**src/rtl/charlcd_drv.sv**
```systemverilog
module charlcd_drv #(
  parameter int PWRUP_CYC = 4_000_000,
  parameter int EN_CYC    = 300,
  parameter int CMD_WAIT  = 12_500,
  parameter int CLR_WAIT  = 500_000
) (
  input  logic       clk,
  input  logic       rst_n,
  input  logic       cfg_wide,
  input  logic       cfg_two_lines,
  input  logic       cfg_tall_font,
  input  logic       cfg_disp_on,
  input  logic       cfg_cursor_on,
  input  logic       cfg_blink_on,
  input  logic       req_valid,
  input  logic       req_is_data,
  input  logic [7:0] req_byte,
  output logic       req_ready,
  output logic       lcd_rs,
  output logic       lcd_rw,
  output logic       lcd_en,
  output logic [7:0] lcd_db
);
  localparam int M1   = (PWRUP_CYC > EN_CYC) ? PWRUP_CYC : EN_CYC;
  localparam int M2   = (CMD_WAIT > CLR_WAIT) ? CMD_WAIT : CLR_WAIT;
  localparam int MAXC = (M1 > M2) ? M1 : M2;
  localparam int CW   = $clog2(MAXC + 1);
  localparam logic [CW-1:0] C_PWR = CW'(PWRUP_CYC - 1);
  localparam logic [CW-1:0] C_EN  = CW'(EN_CYC - 1);
  localparam logic [CW-1:0] C_CMD = CW'(CMD_WAIT - 1);
  localparam logic [CW-1:0] C_CLR = CW'(CLR_WAIT - 1);
  localparam logic [2:0] STEP_USER = 3'd4;

  typedef enum logic [1:0] {S_PWR, S_XFER, S_IDLE} st_t;
  typedef enum logic [1:0] {P_SU, P_HI, P_LO, P_WT} ph_t;

  st_t           st;
  ph_t           ph;
  logic [CW-1:0] cnt;
  logic [2:0]    step;
  logic          nib_hi;
  logic [7:0]    cur_byte;
  logic          cur_rs;
  logic          m8_q, lines_q, tall_q, don_q, cur_q, blk_q;
  logic [7:0]    init_byte, tx_byte;
  logic          tx_rs, active, single, last_nib;

  always_comb begin
    case (step)
      3'd0:    init_byte = 8'h20;
      3'd1:    init_byte = {3'b001, m8_q, lines_q, tall_q, 2'b00};
      3'd2:    init_byte = {5'b00001, don_q, cur_q, blk_q};
      default: init_byte = 8'h01;
    endcase
  end

  assign tx_byte  = (step < STEP_USER) ? init_byte : cur_byte;
  assign tx_rs    = (step < STEP_USER) ? 1'b0 : cur_rs;
  assign single   = (step == 3'd0);
  assign last_nib = m8_q || !nib_hi || single;
  assign active   = (st == S_XFER) && (ph != P_WT);

  assign req_ready = (st == S_IDLE);
  assign lcd_rw    = 1'b0;
  assign lcd_en    = (st == S_XFER) && (ph == P_HI);
  assign lcd_rs    = active && tx_rs;
  assign lcd_db    = !active ? 8'h00 :
                     m8_q    ? tx_byte :
                     nib_hi  ? {tx_byte[7:4], 4'h0} : {tx_byte[3:0], 4'h0};

  always_ff @(posedge clk) begin
    if (!rst_n) begin
      st <= S_PWR; ph <= P_SU; cnt <= C_PWR; step <= 3'd0; nib_hi <= 1'b1;
      cur_byte <= 8'h00; cur_rs <= 1'b0;
      m8_q <= 1'b0; lines_q <= 1'b0; tall_q <= 1'b0;
      don_q <= 1'b0; cur_q <= 1'b0; blk_q <= 1'b0;
    end else begin
      case (st)
        S_PWR: begin
          m8_q <= cfg_wide; lines_q <= cfg_two_lines; tall_q <= cfg_tall_font;
          don_q <= cfg_disp_on; cur_q <= cfg_cursor_on; blk_q <= cfg_blink_on;
          if (cnt == '0) begin
            st <= S_XFER; ph <= P_SU; nib_hi <= 1'b1;
            step <= cfg_wide ? 3'd1 : 3'd0;
          end else cnt <= cnt - 1'b1;
        end
        S_XFER: begin
          case (ph)
            P_SU: begin ph <= P_HI; cnt <= C_EN; end
            P_HI: begin
              if (cnt == '0) begin ph <= P_LO; cnt <= C_EN; end
              else cnt <= cnt - 1'b1;
            end
            P_LO: begin
              if (cnt != '0) cnt <= cnt - 1'b1;
              else if (!last_nib) begin nib_hi <= 1'b0; ph <= P_SU; end
              else begin
                ph  <= P_WT;
                cnt <= (tx_byte == 8'h01 && !tx_rs) ? C_CLR : C_CMD;
              end
            end
            default: begin
              if (cnt != '0) cnt <= cnt - 1'b1;
              else begin
                nib_hi <= 1'b1; ph <= P_SU;
                if (step < 3'd3) step <= step + 3'd1;
                else begin
                  step <= STEP_USER; st <= S_IDLE;
                end
              end
            end
          endcase
        end
        default: begin
          if (req_valid) begin
            st <= S_XFER; ph <= P_SU; nib_hi <= 1'b1;
            cur_byte <= req_byte; cur_rs <= req_is_data;
          end
        end
      endcase
    end
  end

  AST_EN_NOT_READY: assert property (@(posedge clk) disable iff (!rst_n)
    lcd_en |-> !req_ready);
  AST_ACCEPT_DROPS: assert property (@(posedge clk) disable iff (!rst_n)
    req_valid && req_ready |=> !req_ready);
  AST_DB_SETUP: assert property (@(posedge clk) disable iff (!rst_n)
    $rose(lcd_en) |-> $stable(lcd_db) && $stable(lcd_rs));
  AST_DB_HOLD: assert property (@(posedge clk) disable iff (!rst_n)
    lcd_en && $past(lcd_en) |-> $stable(lcd_db) && $stable(lcd_rs));
  AST_NIBBLE_LOW: assert property (@(posedge clk) disable iff (!rst_n)
    lcd_en && !m8_q |-> lcd_db[3:0] == 4'h0);
  AST_QUIET_PWR: assert property (@(posedge clk) disable iff (!rst_n)
    st == S_PWR |-> !lcd_en && !lcd_rs && lcd_db == 8'h00);
endmodule

```
**config.mk**
```make
export PLATFORM = sky130hd
export DESIGN_NAME = charlcd_drv
export DESIGN_NICKNAME = d
export VERILOG_FILES = /design/src/rtl/charlcd_drv.sv
export SDC_FILE = /design/constraint.sdc
export NUM_CORES = 1
export LEC_CHECK = 0
export ABC_AREA = 1
export BUFFER_PORTS_ARGS = -buffer_cell sky130_fd_sc_hd__buf_2
export CAP_MARGIN = 5
export CORE_MARGIN = 10
export CORE_UTILIZATION = 60
export CTS_BUF_LIST = sky130_fd_sc_hd__clkbuf_8
export DETAILED_ROUTE_END_ITERATION = 10
export HOLD_SLACK_MARGIN = 0.02
export PLACE_DENSITY = 0.92
export SLEW_MARGIN = 15
export SYNTH_ARGS = -nofsm -noshare
export SYNTH_HDL_FRONTEND = slang
export SYNTH_SLANG_ARGS = --single-unit
```
**constraint.sdc**
```tcl
create_clock -name clk -period 2.2 [get_ports clk]
set_clock_uncertainty 0.15 [all_clocks]
set_input_delay 0.22 -clock clk [delete_from_list [all_inputs] [get_ports clk]]
set_output_delay 0.22 -clock clk [all_outputs]
set_load 0.01 [all_outputs]
```
### Word level (Yosys, flattened, before mapping)

Index checks and enable logic that the tools add are counted.

* register bits: 45
* input bits: 18
* output and inout bits: 12
* logic and storage cells: 103

* bitwise gates (word level): 1
* reduce and logical (&&, ||, !) cells: 24
* eq/ne operators: 20
* muxes and demuxes: 41
* $lt $le $gt $ge: 2
* add/subtract/negate cells: 2

Operators with widths (count)
* $mux 22: 5
* $pmux 22 s3: 1
* $pmux 22 s2: 1
* $mux 8: 4
* $logic_not 22->1: 1
* $mux 2: 11
* $reduce_bool 22->1: 1
* $sub 22x1->22 const B: 1
* $mux 19: 1
* $pmux 6 s3: 1
* $reduce_and 5->1: 3
* $ne 2x2->1 const B: 7
* $mux 3: 4
* $eq 8x1->1 const B: 1
* $pmux 2 s2: 2
* $reduce_and 4->1: 2
* $mux 1: 7
* $ne 3x3->1 const B: 2
* $pmux 2 s3: 1
* $pmux 3 s2: 1
* $ne 5x1->1 const B: 1
* $eq 2x1->1 const B: 2
* $eq 2x2->1 const B: 2
* $logic_and 1x1->1: 4
* other kinds (19): 24

### Longest topological paths before layout

* word-level depth: 10
* mapped depth: 15
* mapped depth without buffers: 15

### Worst setup path after synthesis

No wires, ideal clock.

* path kind: reg-to-reg
* start: reg step[0]
* end: reg cnt[12]
* stages on the path, launching flop included: 12
* data arrival time: 1.602 ns
* path slack: 0.335 ns
* cells stage by stage: dfxtp_1 > inv_1 > ha_1 > o21ai_0 > and2_1 > nand2_1 > nor2_2 > nand2_1 > nand2_1 > nand2_1 > o21bai_1 > inv_1

* cells in the longest elaborated chain, start to end: 10
* elaborated cells on any way between the ends: 18
* classes of those cells: 1 x order compare; 4 x eq/ne; 8 x mux; 5 x reduce/logical

RTL lines
* from (decl): line 40 `logic [2:0] step;`
* from (signal assigned): line 84 `step <= cfg_wide ? 3'd1 : 3'd0;`
* from (signal assigned): line 106 `if (step < 3'd3) step <= step + 3'd1;`
* $eq 3x2->1 (tied with other cells): line 49 `case (step)`
* $pmux 6 s3: line 49
* $mux 8: line 57 `assign tx_byte = (step < STEP_USER) ? init_byte : cur_byte;`
* $eq 8x1->1: line 99 `cnt <= (tx_byte == 8'h01 && !tx_rs) ? C_CLR : C_CMD;`
* $logic_and 1x1->1: line 99
* $mux 19: line 99
* $mux 22: line 96 `else if (!last_nib) begin nib_hi <= 1'b0; ph <= P_SU; end`
* $mux 22: line 95 `if (cnt != '0) cnt <= cnt - 1'b1;`
* $pmux 22 s3: line 88 `case (ph)`
* $pmux 22 s2: line 78 `case (st)`
* to (signal assigned): line 92 `else cnt <= cnt - 1'b1;`
* to (signal assigned): line 95
* to (signal assigned): line 99
* to (decl): line 39 `logic [CW-1:0] cnt;`

Several ways; a longest one is shown, not always the timed one. The select of a mux whose other input is x is not followed.
A chain may end at the register's enable or synchronous reset.

### Worst setup path after layout

* start: reg step[1]
* end: out lcd_db[4]

* cells in the longest elaborated chain, start to end: 6
* elaborated cells on any way between the ends: 9
* classes of those cells: 1 x order compare; 2 x eq/ne; 5 x mux; 1 x reduce/logical

RTL lines
* $eq 3x2->1 (tied with other cells): line 49
* $pmux 6 s3: line 49
* $mux 8 *: line 57
* $mux 8: line 69 `nib_hi ? {tx_byte[7:4], 4'h0} : {tx_byte[3:0], 4'h0};`
* $mux 8 *: line 68 `m8_q ? tx_byte :`
* $mux 8 *: line 67 `assign lcd_db = !active ? 8'h00 :`
* to (decl): line 22 `output logic [7:0] lcd_db`

Every way passes the cells marked *; elsewhere a longest branch is shown, timed or not.

==> results.toml <==
[hold_path]
hp-class = "primary input to flip-flop"

[synth]
synth.distinct_cells = 39
synth-edff-count = 0
async_flop_share_pct = 0
synthesis.area_um2 = 2800
syn_area_per_cell_um2 = 6.34
seq_area_frac_synth_pct = 32.2
ys_ff_latch = 45
synth_top_flop_cell = "dfxtp_1"
synthTopCellsByArea = "dfxtp_1 32%, nand2_1 14%, nor2_1 11%"
syn-num-nets = 466
post-synth-top-area-cell = "dfxtp_1"
yosysWarnings = 0
synthCells = 442
synth_top_area_share_pct = 32.2

[critical_path]
setup.worst_path.end = "lcd_db[4]"
cpPeakStageDelay_ns = 0.38
path_cells = "inv_1 > ha_2 > inv_1 > o21ai_1 > o21ai_1 > a211oi_1 > buf_2"
crit_type = "flip-flop to output port"
crit_path_start_kind = "flip-flop"
crit_required_ns = 1.83
ff2ff_setup_slack_ns = 0.16
r2r-end = "nib_hi$_SDFFE_PN1P_"
reg2reg_depth = 12
critPathSlowestCell = "dfxtp_4"
r2r-start = "cnt[0]$_SDFFE_PN1P_"
end_kind = "output port"
crit_arrival_ns = 1.80
path_max_fanout = 5
crit_path_start = "step[1]$_SDFFE_PN0P_"

[sta]
finalSetupViolations = 0
report.final.hold_viol_count = 0
period_share_pct = 98.5
fin_crit_ns = 2.17
slew_viol_final = 0
grt_setup_unrepaired = "yes"
clock.fmax_ghz = 0.461
setup-tns-final_ns = 0

[layout]
multiInputGateArea_um2 = 1680
antennaDiodeCount = 0
layout_common_cells = "100 x nand2_1, 79 x nor2_1, 43 x inv_1, 43 x dfxtp_1, 31 x nand3_1"
finalNetCount = 505
utilization_pct = 72.1
drive_gt1_share_pct = 17.0
final_common_cell = "nand2_1"
final_cell_count_no_fill = 534
fillers = 364
regArea_um2 = 906
fin_area_um2 = 3210
area.growth.synth_to_final_pct = 14.5

[clocking]
cts_buffer_depth = 2
cts_root_buf = "clkbuf_8"
path_clk_slew_ns = 0.09
cts.sinks = 45
cts_tree = "done"
clock_latency_ns = 0.30
htreeDepth = 2
cts_made_buffers = 5

[detailed_routing]
vias = 3026
dr.pass1.iters = 5
drc_errors = 0
vias_per_cell = 5.67
dr.first_iter.drc_count = 282
antenna_left = 0
wl_mm = 7.86
wire_per_inst_um = 14.7

[die]
io_pins = 30
start_util_pct = 63.0
die_area_um2 = 7800
die_height_um = 88.3
core_um2 = 4440
placementRows = 24
die_w_um = 88.3

[status]
status = "finished clean"

[place]
hpwl_mm = 5.47
dp_cells = 519
placed_area_um2 = 3010
gp_congestion = 0.950
port_buffers = 28

[global_route]
grt_pass1_vias = 2852
grt_first_pass_wirelength_mm = 13.0
grt_max_degree = 29
antenna_found_initial = 0
grt-ovfl-total = 0
grt_usage_pct = 20.7

[flow_run]
drv_cap = 0

[power]
ir_drop_uv = 317
leakage_uw = 0.00152
powerDensity_nw_per_um2 = 445
## where the power goes
| group | total [uW] | internal, uW | switching, uW |
|---|---|---|---|
| clock | 516 | 220 | 296 |
| combinational | 78.8 | 35.2 | 43.6 |
| sequential | 831 | 823 | 8.00 |
| total | 1430 | 1080 | 348 |
## routing by layer
layer / global-route usage [%] / part of all wire [%]
met3: 3.77 / 5.7
met1: 25.4 / 43
met5: 0 / 0
met2: 34.8 / 48
met4: 8.22 / 2.9
## how the worst min path moves through the flow
stage                  start                        to  slack [ns]  depth (start not counted)
3_5_place_dp   cfg_two_lines      lines_q$_SDFFE_PN0N_        0.30                          3
6_report         req_byte[1]  cur_byte[1]$_SDFFE_PN0P_        0.02                          3
2_1_floorplan   cfg_blink_on        blk_q$_SDFFE_PN0N_        0.20                          2
5_1_grt          req_byte[2]  cur_byte[2]$_SDFFE_PN0P_        0.04                          3
3_3_place_gp     cfg_disp_on        don_q$_SDFFE_PN0N_        0.29                          3
4_1_cts          req_byte[7]  cur_byte[7]$_SDFFE_PN0P_        0.02                          3
## cells by family after synthesis
family / after synthesis / synth area share (%)
AOI/OAI and AO/OA: 68 / 13.9
other: 1 / 0.134
and+or+nand+nor: 251 / 38.6
xor gates and xnor gates: 11 / 3.44
DFF: 45 / 32.2
buffers and inverters: 60 / 9.03
adders and majority gates: 6 / 2.68
## critical path: cells and delay by family (launching register included)
family          cells  cell delay (ns)
compound gates      3             0.56
flops               1             0.38
buf+inv             3             0.35
fa+ha+maj           1             0.21
## area by class of cell
| type | instances | area share, % |
|---|---|---|
| multi-input cells | 337 | 52.4 |
| flip-flops and latches | 45 | 28.3 |
| repair buffers | 43 | 8.74 |
| inverters | 49 | 5.89 |
| clock buffers | 5 | 2.15 |
| well taps | 52 | 2.03 |
| clock inverters | 3 | 0.546 |
## sequential cells by signal, indices dropped and copies added, names as in the netlist, 2 cells and up
| name | flops |
|---|---|
| cnt | 22 |
| cur_byte | 8 |
| ph | 2 |
| st | 2 |
| step | 3 |
## synth_stat cells (all sizes together) (4+ instances only)
| cell type | count |
|---|---|
| nand2 | 108 |
| nand4 | 4 |
| o21ai | 35 |
| nor3 | 10 |
| dfxtp | 45 |
| o211ai | 6 |
| ha | 6 |
| nand3 | 33 |
| clkbuf | 5 |
| buf | 6 |
| inv | 49 |
| nor2 | 89 |
| a21oi | 20 |
| xor2 | 8 |
## per-stage QoR
step | worst slack (ns) | hold WS (ns) | power [uW]
2_1_floorplan | 0.335 | 0.205 | 892
3_3_place_gp | 0.150 | 0.292 | 916
3_5_place_dp | 0.00313 | 0.301 | 918
4_1_cts | 0.0246 | 0.0206 | 1430
5_1_grt | -0.0320 | 0.0416 | 1480
6_report | 0.0324 | 0.0193 | 1430
## timing repair
action	4_1_cts	5_1_grt
hold buffers	6	0
endpoints found under the setup margin	2	33
gates resized for setup	2	16
pin swaps	0	0
setup buffers	0	1
endpoints found under the hold margin	6	0
No activity file was read; power rests on OpenSTA's default activity.
